**config.mk**
```make
export PLATFORM = sky130hd
export DESIGN_NAME = link_port
export DESIGN_NICKNAME = d
export VERILOG_FILES = /design/src/rtl/lp_pkg.sv /design/src/rtl/lp_tx.sv /design/src/rtl/lp_rx.sv /design/src/rtl/link_port.sv
export SDC_FILE = /design/constraint.sdc
export NUM_CORES = 1
export LEC_CHECK = 0
export ABC_AREA = 1
export ABC_CLOCK_PERIOD_IN_PS = 1550
export BUFFER_PORTS_ARGS = -buffer_cell sky130_fd_sc_hd__buf_2
export CORE_MARGIN = 1.5
export CORE_UTILIZATION = 52
export CTS_CLUSTER_DIAMETER = 150
export DETAILED_ROUTE_END_ITERATION = 8
export PLACE_DENSITY = 0.72
export SKIP_CTS_REPAIR_TIMING = 1
export SYNTH_ARGS = -nofsm -noshare
export SYNTH_HDL_FRONTEND = slang
export SYNTH_SLANG_ARGS = --single-unit
```
**constraint.sdc**
```tcl
create_clock -name clk -period 1.55 [get_ports clk]
set_input_delay 0.0775 -clock clk [delete_from_list [all_inputs] [get_ports clk]]
set_output_delay 0.0775 -clock clk [all_outputs]
set_load 0.05 [all_outputs]
```
**src/rtl/lp_pkg.sv**
```systemverilog
package lp_pkg;
  typedef enum logic {LP_RX = 1'b0, LP_TX = 1'b1} lp_dir_e;

  function automatic int unsigned lp_word_bytes(input logic wide,
                                                input int unsigned narrow_n,
                                                input int unsigned full_n);
    return wide ? full_n : narrow_n;
  endfunction
endpackage

```
**src/rtl/lp_tx.sv**
```systemverilog
module lp_tx #(
  parameter int BYTE_W       = 8,
  parameter int MAX_BYTES    = 6,
  parameter int NARROW_BYTES = 4
) (
  input  logic                        clk,
  input  logic                        rst_n,
  input  logic                        en,
  input  logic                        wide,
  input  logic [BYTE_W*MAX_BYTES-1:0] word_data,
  input  logic                        word_valid,
  output logic                        word_ready,
  input  logic                        ack_in,
  output logic                        byte_stb,
  output logic [BYTE_W-1:0]           byte_data,
  output logic                        ev_load
);
  import lp_pkg::*;
  localparam int WORD_W = BYTE_W * MAX_BYTES;
  localparam int CW     = $clog2(MAX_BYTES + 1);

  logic [WORD_W-1:0] hold_q, sh_q;
  logic              hold_v;
  logic [CW-1:0]     left_q;
  logic              stb_q;
  logic [BYTE_W-1:0] dat_q;
  logic [CW-1:0]     need;
  logic              push, send, reload;

  assign need       = CW'(lp_word_bytes(wide, NARROW_BYTES, MAX_BYTES));
  assign word_ready = en && !hold_v;
  assign push       = word_valid && word_ready;
  assign send       = en && (left_q != '0) && ack_in;
  // refill the shifter when it is idle, or as its last byte leaves
  assign reload     = hold_v && ((left_q == '0) || (send && left_q == CW'(1)));

  always_ff @(posedge clk) begin
    if (!rst_n) begin
      hold_q <= '0;
      hold_v <= 1'b0;
      sh_q   <= '0;
      left_q <= '0;
      stb_q  <= 1'b0;
      dat_q  <= '0;
    end else begin
      stb_q <= send;
      if (send) dat_q <= sh_q[BYTE_W-1:0];
      if (reload) begin
        sh_q   <= hold_q;
        left_q <= need;
        hold_v <= 1'b0;
      end else if (send) begin
        sh_q   <= sh_q >> BYTE_W;
        left_q <= left_q - CW'(1);
      end
      if (push) begin
        hold_q <= word_data;
        hold_v <= 1'b1;
      end
    end
  end

  assign byte_stb  = stb_q;
  assign byte_data = dat_q;
  assign ev_load   = reload;
endmodule

```
**src/rtl/lp_rx.sv**
```systemverilog
module lp_rx #(
  parameter int BYTE_W       = 8,
  parameter int MAX_BYTES    = 6,
  parameter int NARROW_BYTES = 4
) (
  input  logic                        clk,
  input  logic                        rst_n,
  input  logic                        en,
  input  logic                        wide,
  input  logic                        byte_stb,
  input  logic [BYTE_W-1:0]           byte_data,
  output logic                        ack_out,
  output logic [BYTE_W*MAX_BYTES-1:0] word_data,
  output logic                        word_valid,
  input  logic                        word_ready,
  output logic                        ev_overrun
);
  import lp_pkg::*;
  localparam int WORD_W = BYTE_W * MAX_BYTES;
  localparam int CW     = $clog2(MAX_BYTES + 1);

  function automatic logic [WORD_W-1:0] put_byte(input logic [WORD_W-1:0] w,
                                                 input logic [CW-1:0]     idx,
                                                 input logic [BYTE_W-1:0] b);
    logic [WORD_W-1:0] r;
    r = w;
    for (int k = 0; k < MAX_BYTES; k++)
      if (idx == CW'(k)) r[k*BYTE_W +: BYTE_W] = b;
    return r;
  endfunction

  logic [WORD_W-1:0] asm_q, hold_q, merged;
  logic [CW-1:0]     cnt_q, need;
  logic              hold_v;
  logic              byte_in, asm_full, completing, pop, hold_free;

  assign need       = CW'(lp_word_bytes(wide, NARROW_BYTES, MAX_BYTES));
  assign byte_in    = en && byte_stb;
  assign asm_full   = (cnt_q == need);
  assign completing = byte_in && (cnt_q == need - CW'(1));
  assign pop        = hold_v && word_ready;
  assign hold_free  = !hold_v || pop;
  assign merged     = put_byte(asm_q, cnt_q, byte_data);

  always_ff @(posedge clk) begin
    if (!rst_n) begin
      asm_q  <= '0;
      hold_q <= '0;
      cnt_q  <= '0;
      hold_v <= 1'b0;
    end else begin
      if (pop) hold_v <= 1'b0;
      if (completing && hold_free) begin
        hold_q <= merged;
        hold_v <= 1'b1;
        asm_q  <= '0;
        cnt_q  <= '0;
      end else if (asm_full && hold_free) begin
        hold_q <= asm_q;
        hold_v <= 1'b1;
        asm_q  <= '0;
        cnt_q  <= '0;
      end else if (byte_in && !asm_full) begin
        asm_q <= merged;
        cnt_q <= cnt_q + CW'(1);
      end
    end
  end

  // withdraw one byte early: the far sender may already have one in flight
  assign ack_out    = en && !(hold_v && (cnt_q >= need - CW'(1)));
  assign word_data  = hold_q;
  assign word_valid = hold_v;
  assign ev_overrun = byte_in && asm_full;
endmodule

```
**src/rtl/link_port.sv**
```systemverilog
module link_port #(
  parameter int BYTE_W       = 8,
  parameter int MAX_BYTES    = 6,
  parameter int NARROW_BYTES = 4
) (
  input  logic                        clk,
  input  logic                        rst_n,
  input  logic                        cfg_tx,
  input  logic                        cfg_wide,
  input  logic [BYTE_W*MAX_BYTES-1:0] tx_word,
  input  logic                        tx_valid,
  output logic                        tx_ready,
  output logic [BYTE_W*MAX_BYTES-1:0] rx_word,
  output logic                        rx_valid,
  input  logic                        rx_ready,
  output logic [BYTE_W-1:0]           lk_dout,
  output logic                        lk_clk_out,
  input  logic                        lk_ack_in,
  input  logic [BYTE_W-1:0]           lk_din,
  input  logic                        lk_clk_in,
  output logic                        lk_ack_out
);
  import lp_pkg::*;

  lp_dir_e dir;
  logic    tx_en, rx_en;
  logic    ev_tx_load, ev_rx_overrun;

  assign dir   = lp_dir_e'(cfg_tx);
  assign tx_en = (dir == LP_TX);
  assign rx_en = (dir == LP_RX);

  lp_tx #(.BYTE_W(BYTE_W), .MAX_BYTES(MAX_BYTES), .NARROW_BYTES(NARROW_BYTES)) u_tx (
    .clk(clk), .rst_n(rst_n), .en(tx_en), .wide(cfg_wide),
    .word_data(tx_word), .word_valid(tx_valid), .word_ready(tx_ready),
    .ack_in(lk_ack_in), .byte_stb(lk_clk_out), .byte_data(lk_dout),
    .ev_load(ev_tx_load)
  );

  lp_rx #(.BYTE_W(BYTE_W), .MAX_BYTES(MAX_BYTES), .NARROW_BYTES(NARROW_BYTES)) u_rx (
    .clk(clk), .rst_n(rst_n), .en(rx_en), .wide(cfg_wide),
    .byte_stb(lk_clk_in), .byte_data(lk_din), .ack_out(lk_ack_out),
    .word_data(rx_word), .word_valid(rx_valid), .word_ready(rx_ready),
    .ev_overrun(ev_rx_overrun)
  );
endmodule

```
==> results of run 1 <==
## power by group
group	total [mW]	internal [mW]	switching, mW
Combinational	2.06	0.843	1.22
Clock	5.34	3.12	2.22
Sequential	5.71	5.59	0.120
## flip-flops by register name (all words and copies together), names as in the netlist, 3 cells and up
register	flops
u_rx.asm_q	48
u_tx.byte_data	8
u_rx.word_data	48
u_tx.hold_q	48
u_rx.cnt_q	3
u_tx.left_q	3
u_tx.sh_q	48
## routing by layer
layer / part of all wire / vias to the layer above
met2: 0.50 / 344
met3: 0.049 / 95
met1: 0.41 / 4529
met5: 0.00046 / -
met4: 0.040 / 2
li1: - / 4900
## per-stage QoR
| step | utilization | setup TNS, ns | worst slack, ns |
|---|---|---|---|
| finish | 0.724 | -4.55 | -0.242 |
| global route | 0.724 | -12.90 | -0.305 |
| CTS | 0.642 | -10.69 | -0.418 |
| detailed placement | 0.601 | -7.96 | -0.131 |
| global placement | 0.601 | -3.74 | -0.0725 |
| floorplan | - | 0 | 0.00109 |
## layout make-up
| class | count | area share |
|---|---|---|
| clock inverter | 9 | 0.00596 |
| timing repair buffer | 269 | 0.177 |
| clock buffer | 31 | 0.0504 |
| inverter | 160 | 0.0474 |
| sequential | 209 | 0.323 |
| multi-input combinational | 984 | 0.374 |
| tap | 229 | 0.0220 |
## kinds of logic (layout without fill, tap and decap cells)
group	Yosys count	in the layout
AND/OR/NAND/NOR	725	725
buffers and inverters	252	469
AO/OA/AOI/OAI	248	248
flip-flops	209	209
adder cells (fa/ha/maj)	10	10
XOR/XNOR	1	1
## cell usage in the layout, fill, tap and decap left out, types with 3 or more instances in the layout
cell type        n
nor2_4           3
inv_1          135
o211ai_1         9
ha_4             6
o21ai_2          3
clkbuf_1         3
o21ai_1         32
nand2_1        464
nand3_1        101
ha_1             4
buf_2          122
buf_6           16
nand2_4         26
dlygate4sd3_1   48
nand3_4          4
inv_2           19
clkinv_2         5
buf_8            4
a21oi_1         63
nor2_1          77
clkbuf_16       29
buf_4           51
nand2_2         40
dfxtp_2          5
buf_12          22
dfxtp_1        202
o21ai_0        111
clkinvlp_4       4
a21oi_2         29
nand3_2          7
inv_4            3
clkbuf_8         5
## critical path: stages (launching register included)
cell and delay [ns]:
dfxtp_2 0.34, ha_4 0.25, buf_6 0.11, a21oi_2 0.10, nand2_1 0.09, a21oi_2 0.15
buf_6 0.17
## cell usage after synthesis
master,count
o211ai_1,9
clkbuf_1,40
nor2_1,79
clkinv_1,2
dfxtp_1,209
ha_1,10
nor3_1,1
nand2_4,1
inv_2,18
buf_1,4
buf_6,4
inv_4,1
buf_2,39
nor2_4,2
xor2_1,1
nand2_2,2
nand3_1,111
o21a_1,1
buf_4,5
nand3_2,1
a21oi_1,92
o21ai_0,137
inv_1,139
nand2_1,527
nor2_2,1
o21ai_1,9
## worst paths after layout
path | end | startpoint | slack, ns | cells after the start
max | lk_ack_out | u_rx.cnt_q[2] | -0.24 | 6
min | u_tx.hold_q[8] | tx_word[8] | -0.05 | 3
max reg2reg | u_tx.sh_q[23] | u_tx.left_q[1] | -0.13 | 12
min reg2reg | u_rx.word_data[15] | u_rx.word_data[15] | 0.45 | 2
==> impl_metrics.toml, run 1 <==
[clock_tree]
cts_inserted_buffers = 22
clkTransAtPathRegs_ns = 0.06
cts_root_buf = "clkbuf_16"
clock_latency_ns = 0.51
cts_tree = "done"
ctsHtreeMaxLevel = 1
clock_path_buffers = 3
cts_sinks = 209

[yosys]
synthXorXnorAreaFrac = 0.000919
netlist_area_um2 = 9530
synth_top_area_frac = 0.439
synth-warning-count = 0
synth_adder_area_share = 0.0131
synth_top_family_by_area = "simple AND/OR/NAND/NOR gates"
synth_compound_area_frac = 0.133
synthMuxAreaShare = 0
synth_cell_types = 26
syn_inst = 1445
synth_seq_cells = 209
yosysSeqAreaShare = 0.439
synth_area_leaders = "dfxtp_1 44%, nand2_1 21%, o21ai_0 7.2%"
yosys.area.top_type = "dfxtp_1"
avgSynthCellArea_um2 = 6.59
synthSimpleGateAreaFrac = 0.304
synth_nets = 1519

[sta]
hold_viol = 3
rsz0062_at_grt = "true"
worst_pin_slew_ns = 0.363
slew_headroom = 0.758
min_period_ns = 1.79
drv_slew = 0
finClkSkew_ns = 0.0126
worst_slack_ns = -0.242
fmax_ghz = 0.558
setup_violations = 129
hold_ws_ns = -0.0452
fin_crit_sh = 1.16

[power_and_ir_drop]
peakVddDrop_mv = 0.903
power_density_nw_per_um2 = 1010
p_leak_nw = 6.17
fin_total_pwr_mw = 13.1

[route]
firstDrtPassIters = 5
via_per_inst = 5.22
wire_per_inst_um = 15.0
drt_iter0_drc = 712
ant_nets = 0
drc = 0
wl_mm = 28.4
vias = 9870

[finish]
num_antenna_cells = 0
syn_to_final_growth_pct = 36.5
drive_gt1_frac = 0.247
fin_cells = 1891
multi_input_area_um2 = 4870
nNetsFinal = 1720
seqCellArea_um2 = 4200
finalInstanceArea_um2 = 13000
n_fill_cell = 1390

[status]
outcome = "finished with violations"
violations = "negative hold slack, negative setup slack"

[grt]
grtUsageMet1 = 0.318
grt_use_total = 0.246
grt_pass1_wl_mm = 39.9
grt_use_met2 = 0.432
grt.overflow.total = 0
grt_pass1_vias = 8411
grtUsageMet3 = 0.0336
antenna_found_initial = 1
grt_max_degree = 67
gr-max-usage-layer = "met2"

[place]
dp_hpwl_mm = 16.1
dpl-instance-area_um2 = 10800
dp_cells = 1777
numPortBuffers = 123
globalplace.congestion = 0.789

[setup_path]
crit_path_end_kind = "output pin"
cp_max_fo = 2
start_kind = "flip-flop"
worstPathRequired_ns = 1.47
crit_type = "reg -> out"
arrival_ns = 1.71

[floorplanning]
start_util = 0.530
die_x_um = 138
die_y_um = 138
core_um2 = 18000
core.rowCount = 49
dieArea_um2 = 19100
ioPinCount = 124

[worst_hold_path]
hold_path.class = "in -> reg"

[run]
max-cap-violations = 0
Note: power is estimated with default switching activity, not from simulation.
==> run 2, diff against run 1 <==
- CORE_MARGIN: 1.5 -> 2
- RECOVER_POWER: default -> 50
==> run 2 against run 1 <==
Against the previous run:
- the run still ends with negative hold slack, negative setup slack left
- count of clock-buffer cells in the layout unchanged
- worst hold slack improved by 0.043 ns
- via count rose by 4.5%
- sequential power hardly changed
- clock skew fell by 0.0047 ns
- largest power group unchanged
==> impl_metrics.toml, run 2 (synthesized netlist as in run 1, its figures left out) <==
[finish]
num_antenna_cells = 0
nNetsFinal = 1735
fin_cells = 1902
layout_common_cells = "443 x nand2_1, 203 x dfxtp_1, 133 x inv_1, 108 x o21ai_0, 95 x nand3_1"
finalInstanceArea_um2 = 13600
post-route-util = 0.759
n_fill_cell = 1242
syn_to_final_growth_pct = 43.0
layout_commonest_cell = "nand2_1"
drive_gt1_frac = 0.244

[sta]
fin_tns_setup_ns = -18.70
hold_viol = 1
worst_slack_ns = -0.313
fmax_ghz = 0.537
fin_crit_sh = 1.20
setup_violations = 154
finClkSkew_ns = 0.00791
hold_ws_ns = -0.00244
drv_slew = 0
rsz0062_at_grt = "true"
min_period_ns = 1.86
slew_headroom = 0.568
worst_pin_slew_ns = 0.651

[clock_tree]
ctsHtreeMaxLevel = 1
cts_inserted_buffers = 23
clock_latency_ns = 0.51
clkTransAtPathRegs_ns = 0.06
clock_path_buffers = 3
cts_sinks = 209
cts_tree = "done"
cts_root_buf = "clkbuf_16"

[power_and_ir_drop]
power_density_nw_per_um2 = 977
fin_total_pwr_mw = 13.3
p_leak_nw = 6.55
peakVddDrop_mv = 1.08

[floorplanning]
core.rowCount = 49
die_x_um = 139
start_util = 0.530
ioPinCount = 124
dieArea_um2 = 19400
die_y_um = 139
core_um2 = 18000

[worst_hold_path]
hold_path.class = "in -> reg"

[setup_path]
reg2reg_slack_ns = -0.21
crit_path_end_kind = "output pin"
crit_chain = "ha_4 -> buf_6 -> a21oi_2 -> nand2_2 -> a21oi_2 -> buf_6"
cp_top_family = "flip-flops"
arrival_ns = 1.79
slowest_stage = "dfxtp_4"
cp_slowest_stage_delay_ns = 0.36
start_kind = "flip-flop"
cp_max_fo = 3
crit_type = "reg -> out"
worstPathRequired_ns = 1.47
critPathBufInv = 2

[place]
globalplace.congestion = 0.826
dpl-instance-area_um2 = 10800
numPortBuffers = 123
place_ws_ns = -0.174
dp_hpwl_mm = 15.8
dp_cells = 1766

[route]
vias = 10311
firstDrtPassIters = 6
wire_per_inst_um = 16.4
drt_iter0_drc = 865
drc = 0
wl_mm = 31.2
ant_nets = 0
via_per_inst = 5.42

[grt]
grt_pass1_vias = 8398
grt_pass1_wl_mm = 39.4
grt_max_degree = 69
grt.overflow.total = 0
antenna_found_initial = 1
grt_use_total = 0.240

[status]
violations = "negative hold slack, negative setup slack"
outcome = "finished with violations"

[run]
max-cap-violations = 0
## run 2: layout make-up
type / count / area (um^2) / share of cell area
inverters: 160 / 631 / 0.0463
flip-flops and latches: 209 / 4200 / 0.308
clock buffers: 31 / 646 / 0.0474
clock inverters: 6 / 55.1 / 0.00404
well taps: 229 / 287 / 0.0210
multi-input cells: 984 / 5070 / 0.372
repair buffers: 283 / 2740 / 0.201
## run 2: worst paths after layout
check,cells after the start,startpoint,end
setup / recovery,6,u_rx.cnt_q[2],lk_ack_out
hold / removal,5,cfg_wide,u_tx.left_q[1]
setup reg to reg,10,u_rx.cnt_q[1],u_rx.asm_q[3]
hold reg to reg,2,u_rx.word_data[35],u_rx.word_data[35]
## run 2: routing by layer
| layer | global-route usage | vias up | part of all wire | wire, um |
|---|---|---|---|---|
| met5 | 0 | - | 0.00048 | 15 |
| met4 | 0.0824 | 2 | 0.049 | 1540 |
| met3 | 0.0396 | 119 | 0.067 | 2090 |
| met2 | 0.418 | 475 | 0.50 | 15400 |
| met1 | 0.301 | 4772 | 0.39 | 12100 |
| li1 | - | 4943 | - | - |
## run 2: tightest hold or removal path, stage by stage
cell and delay [ns]:
buf_2 0.15, nand3_2 0.09, nand3_1 0.07, nand2_1 0.06
inv_1 0.03
## run 2: power breakdown
part	switching [mW]	leakage, nW	total, mW	internal (mW)
Combinational	1.35	4.50	2.38	1.03
Sequential	0.141	1.70	5.73	5.59
Clock	2.16	0.351	5.22	3.05
Total	3.65	6.55	13.3	9.67
